===== config.mk =====
export PLATFORM = sky130hd
export DESIGN_NAME = sync_table_lock_arbiter
export DESIGN_NICKNAME = d
export VERILOG_FILES = /design/src/rtl/stla_pkg.sv /design/src/rtl/stla_lock_ctrl.sv /design/src/rtl/stla_write_window.sv /design/src/rtl/sync_table_lock_arbiter.sv
export SDC_FILE = /design/constraint.sdc
export NUM_CORES = 1
export LEC_CHECK = 0
export ABC_CLOCK_PERIOD_IN_PS = 3100
export BUFFER_PORTS_ARGS = -buffer_cell sky130_fd_sc_hd__buf_2
export CELL_PAD_IN_SITES_DETAIL_PLACEMENT = 1
export CELL_PAD_IN_SITES_GLOBAL_PLACEMENT = 2
export CORE_UTILIZATION = 35
export DETAILED_ROUTE_END_ITERATION = 12
export GPL_ROUTABILITY_DRIVEN = 0
export GPL_TIMING_DRIVEN = 0
export HOLD_SLACK_MARGIN = 0.08
export PLACE_DENSITY_LB_ADDON = 0.25
export SKIP_LAST_GASP = 1
export SYNTH_ARGS = -nofsm -noshare
export SYNTH_HDL_FRONTEND = slang
export SYNTH_SLANG_ARGS = --single-unit

===== constraint.sdc =====
create_clock -name clk -period 3.1 [get_ports clk]
set_clock_uncertainty 0.15 [all_clocks]
set_input_delay 0.62 -clock clk [delete_from_list [all_inputs] [get_ports clk]]
set_output_delay 0.62 -clock clk [all_outputs]
set_load 0.01 [all_outputs]

===== src/rtl/stla_pkg.sv =====
package stla_pkg;

  typedef enum logic {
    TBL_EVEN = 1'b0,
    TBL_ODD  = 1'b1
  } tbl_id_e;

  // A cycle end serves the table whose parity equals the ending cycle.
  function automatic logic parity_hit(input tbl_id_e id, input logic cycle_odd);
    return (id == TBL_ODD) == cycle_odd;
  endfunction

  // Next lock state for one toggle request.
  function automatic logic lock_next(input logic lock, input logic busy, input logic req);
    logic nxt;
    nxt = lock;
    if (req) begin
      if (lock)       nxt = 1'b0;
      else if (!busy) nxt = 1'b1;
    end
    return nxt;
  endfunction

endpackage


===== src/rtl/stla_lock_ctrl.sv =====
module stla_lock_ctrl (
  input  logic clk,
  input  logic rst_n,
  input  logic req_i,
  input  logic busy_i,
  output logic lock_o,
  output logic grant_o
);
  logic lock_q;

  assign grant_o = req_i & ~lock_q & ~busy_i;

  always_ff @(posedge clk or negedge rst_n) begin
    if (!rst_n) lock_q <= 1'b0;
    else        lock_q <= stla_pkg::lock_next(lock_q, busy_i, req_i);
  end

  assign lock_o = lock_q;
endmodule


===== src/rtl/stla_write_window.sv =====
module stla_write_window #(
  parameter int WIN_CLKS = 8
) (
  input  logic clk,
  input  logic rst_n,
  input  logic start_i,
  input  logic clr_valid_i,
  output logic win_o,
  output logic valid_o,
  output logic done_o
);
  localparam int CNT_W = $clog2(WIN_CLKS + 1);
  localparam logic [CNT_W-1:0] LOAD = CNT_W'(WIN_CLKS - 1);

  logic [CNT_W-1:0] cnt_q;
  logic             win_q;
  logic             valid_q;

  assign done_o = win_q && (cnt_q == '0);

  always_ff @(posedge clk or negedge rst_n) begin
    if (!rst_n) begin
      win_q <= 1'b0;
      cnt_q <= '0;
    end else if (done_o) begin
      win_q <= 1'b0;
    end else if (win_q) begin
      cnt_q <= cnt_q - 1'b1;
    end else if (start_i) begin
      win_q <= 1'b1;
      cnt_q <= LOAD;
    end
  end

  always_ff @(posedge clk or negedge rst_n) begin
    if (!rst_n)           valid_q <= 1'b0;
    else if (clr_valid_i) valid_q <= 1'b0;
    else if (done_o)      valid_q <= 1'b1;
  end

  assign win_o   = win_q;
  assign valid_o = valid_q;
endmodule


===== src/rtl/sync_table_lock_arbiter.sv =====
module sync_table_lock_arbiter #(
  parameter int WIN_CLKS = 8
) (
  input  logic clk,
  input  logic rst_n,
  input  logic cycle_end_i,
  input  logic cycle_odd_i,
  input  logic gen_en_i,
  input  logic cnt_upd_i,
  input  logic trig_wr_i,
  input  logic trig_even_i,
  input  logic trig_odd_i,
  output logic lock_even_o,
  output logic lock_odd_o,
  output logic valid_even_o,
  output logic valid_odd_o,
  output logic win_even_o,
  output logic win_odd_o
);
  localparam int NTBL = 2;

  logic [NTBL-1:0] trig_bits;
  logic [NTBL-1:0] req;
  logic [NTBL-1:0] lock;
  logic [NTBL-1:0] grant;
  logic [NTBL-1:0] win;
  logic [NTBL-1:0] valid;
  logic [NTBL-1:0] done;
  logic [NTBL-1:0] wr_start;
  logic            clr_valid;

  assign trig_bits = {trig_odd_i, trig_even_i};
  assign clr_valid = cnt_upd_i & ~gen_en_i;

  for (genvar t = 0; t < NTBL; t++) begin : g_tbl
    assign req[t] = trig_wr_i & trig_bits[t];

    // A table held, or just granted, at the cycle end is skipped.
    assign wr_start[t] = cycle_end_i & gen_en_i & ~lock[t] & ~grant[t] & ~win[t]
                       & stla_pkg::parity_hit(stla_pkg::tbl_id_e'(t), cycle_odd_i);

    stla_lock_ctrl u_lock (
      .clk     (clk),
      .rst_n   (rst_n),
      .req_i   (req[t]),
      .busy_i  (win[t]),
      .lock_o  (lock[t]),
      .grant_o (grant[t])
    );

    stla_write_window #(.WIN_CLKS(WIN_CLKS)) u_win (
      .clk         (clk),
      .rst_n       (rst_n),
      .start_i     (wr_start[t]),
      .clr_valid_i (clr_valid),
      .win_o       (win[t]),
      .valid_o     (valid[t]),
      .done_o      (done[t])
    );
  end

  assign lock_even_o  = lock[0];
  assign lock_odd_o   = lock[1];
  assign valid_even_o = valid[0];
  assign valid_odd_o  = valid[1];
  assign win_even_o   = win[0];
  assign win_odd_o    = win[1];
endmodule


==> insert_results.sql <==
INSERT INTO impl_metrics (metric_group, metric, value, unit) VALUES
('synthesis', 'postSynthNetCount', '82', ''),
('detailed_routing', 'drt.antenna.violating_nets', '0', ''),
('final_layout', 'antennaDiodeCount', '0', ''),
('critical_path', 'timing.reg2reg.setup_slack', '1.35', 'ns'),
('pwr', 'power.switching', '304.6', 'uW'),
('floorplanning', 'initial_utilization', '36.99', '%'),
('critical_path', 'worst_ep_required_time', '3.12', 'ns'),
('final_layout', 'most_frequent_cells_in_the_layout', '15 x sky130_fd_sc_hd__buf_2, 14 x sky130_fd_sc_hd__dfrtp_1, 10 x sky130_fd_sc_hd__nor2_1', ''),
('flow_run', 'maxCapViolations', '0', ''),
('timing', 'final-max-slew-violation-count', '0', ''),
('critical_path', 'worstSetupPathType', 'reg -> reg', ''),
('global_routing', 'grt_usage', '17.24', '%'),
('global_routing', 'grt_antenna_before_repair', '0', ''),
('cts', 'cts-root-buf', 'sky130_fd_sc_hd__clkbuf_4', ''),
('cts', 'tritoncts.num_buffers', '3', ''),
('critical_path', 'worstSetupStartpointType', 'flop', ''),
('floorplanning', 'area_of_the_core', '0.001962', 'mm2'),
('cts', 'post_cts_setup_buffers', '0', ''),
('detailed_routing', 'met3WireLength', '63', 'um'),
('min_path', 'type_of_the_most_critical_hold_path', 'in -> async', ''),
('cts', 'cts.hold.buffers_added', '0', ''),
('timing', 'setup_viol', '0', ''),
('synthesis', 'netlist_area', '725.7', 'um2'),
('floorplanning', 'die_outline_area', '0.002260', 'mm2'),
('detailed_routing', 'drtPass1Iterations', '4', ''),
('pwr', 'leakage', '0.0004071', 'uW'),
('global_routing', 'first_global_vias', '579', ''),
('pwr', 'power_frac_comb', '41.2', '%'),
('timing', 'hold_violations', '0', ''),
('global_routing', 'maximum_number_of_pins_on_one_net_before_global_route_repair', '15', ''),
('detailed_routing', 'route.detailed.drc', '0', ''),
('critical_path', 'critPathArrivalTime', '1.77', 'ns'),
('timing', 'grt_setup_unrepaired', 'no', ''),
('placement', 'quantity_of_i_o_buffers_inserted_on_ports', '14', ''),
('final_layout', 'layout_commonest_cell', 'sky130_fd_sc_hd__buf_2', ''),
('detailed_routing', 'detail_route.wirelength.met1', '708', 'um'),
('timing', 'timing_worst_slew_pin_value', '0.4925', 'ns'),
('cts', 'worst_setup_hold_path_clk_slew', '0.08', 'ns'),
('synthesis', 'yosysWarningCount', '0', ''),
('cts', 'clock_tree_from_tritoncts', 'built', ''),
('global_routing', 'global_route.overflow_total', '0', ''),
('pwr', 'clockPowerShare', '13.5', '%'),
('pwr', 'powerDensity', '907.1', 'mW/mm2'),
('detailed_routing', 'via_total_after_detailed_routing', '601', ''),
('critical_path', 'critical_path_endpoint_category', 'flop', ''),
('timing', 'max_freq', '571.5', 'MHz'),
('detailed_routing', 'dr.first_iter.drc_count', '6', ''),
('floorplanning', 'ios', '15', ''),
('final_layout', 'layout-area-overhead-vs-synth', '17.41', '%'),
('detailed_routing', 'routedWlPerCell', '14.00', 'um'),
('timing', 'slew_headroom', '66.87', '%'),
('timing', 'final_min_period_over_clock_period', '56.44', '%'),
('global_routing', 'grt_first_pass_wirelength', '2539', 'um'),
('critical_path', 'worst-r2r-cell-count', '5', ''),
('cts', 'clk_latency', '0.28', 'ns'),
('timing', 'totalNegativeSetupSlack', '0', 'ns'),
('critical_path', 'slowest_delay', '0.42', 'ns'),
('final_layout', 'final_cells', '113', ''),
('placement', 'placedCellCount', '110', ''),
('pwr', 'vdd.ir_drop.worst', '0.3210', 'mV'),
('timing', 'hold_slack', '0.07487', 'ns'),
('final_layout', 'layout_cell_share_with_drive_strength_beyond_1', '29.07', '%'),
('synthesis', 'seq_area_frac_synth', '48.28', '%'),
('synthesis', 'synth_seq_cells', '14', ''),
('detailed_routing', 'dr.max_layer_used', 'met4', ''),
('placement', 'hpwl', '1220', 'um'),
('outcome', 'outcome', 'completed', ''),
('critical_path', 'critical_path.cell_chain', 'inv_1 -> ha_1 -> or3b_4 -> o2bb2ai_1 -> o21a_1', ''),
('detailed_routing', 'routed_wl', '1582', 'um'),
('floorplanning', 'placementRows', '16', ''),
('cts', 'cts.htree.levels', '1', '');
path summary, 6_finish.rpt:
path	startpoint	to
worst min-delay path	rst_n	g_tbl[1].u_win.cnt_q[2]$_DFFE_PN0P_
min in group clk	g_tbl[0].u_win.valid_o$_DFFE_PN0P_	g_tbl[0].u_win.valid_o$_DFFE_PN0P_
max in group asynchronous	rst_n	g_tbl[0].u_win.cnt_q[2]$_DFFE_PN0P_
worst min register to register	g_tbl[0].u_win.valid_o$_DFFE_PN0P_	g_tbl[0].u_win.valid_o$_DFFE_PN0P_
worst max register to register	g_tbl[0].u_win.cnt_q[0]$_DFFE_PN0P_	g_tbl[0].u_win.cnt_q[0]$_DFFE_PN0P_
worst max-delay path	g_tbl[0].u_win.cnt_q[0]$_DFFE_PN0P_	g_tbl[0].u_win.cnt_q[0]$_DFFE_PN0P_
kinds of logic (layout without fill, tap and decap cells):
logic type | count (synthesis) | in the layout | share of synthesized area [%]
compound gates | 16 | 16 | 15.17
fa+ha+maj | 4 | 4 | 6.897
buf+inv | 5 | 22 | 2.757
flops | 14 | 14 | 48.28
mux | 4 | 4 | 5.862
simple gates | 26 | 26 | 21.04
registers in the layout (all words and copies together) (netlist names):
signal               cells
g_tbl.u_win.valid_o      2
g_tbl.u_lock.lock_o      2
g_tbl.u_win.cnt_q        8
g_tbl.u_win.win_o        2
layout make-up:
cell class / instances / area, um2
Buffer: 1 / 5.005
Clock buffer: 3 / 22.52
Fill cell: 252 / 1110
Inverter: 4 / 15.01
Multi-Input combinational cell: 50 / 355.3
Sequential cell: 14 / 350.3
Tap cell: 27 / 33.78
Timing Repair Buffer: 14 / 70.07
Yosys cell counts (all sizes together):
cell	instances	share of area [%]
and3	2	1.9
nor4b	2	2.4
or3b	2	3.1
and4bb	1	1.7
nand2	3	1.6
o2bb2ai	1	1.2
a21oi	3	2.1
mux2i	2	2.8
a221oi	2	2.4
mux2	2	3.1
buf	1	0.69
nand2b	1	0.86
o21a	2	2.1
nor2	10	5.2
o21ai	1	0.69
ha	4	6.9
and2	1	1.0
nand3b	1	1.0
nor2b	1	0.86
o21bai	1	1.0
inv	4	2.1
a211o	1	1.2
nand3	2	1.4
a31oi	4	3.4
a21boi	1	1.0
dfrtp	14	48
critical path: cells and delay by family, from the launching register on:
family	cells	cell delay, ns
flops	1	0.42
simple gates	1	0.42
compound gates	2	0.36
fa+ha+maj	1	0.20
buf+inv	1	0.10
metrics by stage:
step / cell area [um2] / setup slack (ns)
after floorplan: 725.7 / 1.478
after global placement: 829.5 / 1.377
after detailed placement: 829.5 / 1.356
after CTS: 852.1 / 1.342
after global routing: 852.1 / 1.250
final: 852.1 / 1.350
metal layers:
metal / GRT usage, % / vias up
met2: 27.67 / 13
met5: 0 / -
met1: 20.89 / 297
met3: 4.528 / 5
met4: 10.00 / 0
li1: - / 286
power groups by stage:
stage / Clock, uW / Combinational (uW) / Sequential [uW]
2_1_floorplan: 0 / 217 / 349
3_3_place_gp: 0 / 309 / 347
3_5_place_dp: 0 / 323 / 354
4_1_cts: 107 / 326 / 350
5_1_grt: 116 / 366 / 366
6_report: 104 / 318 / 351
Power figures use the tool's default switching activity.
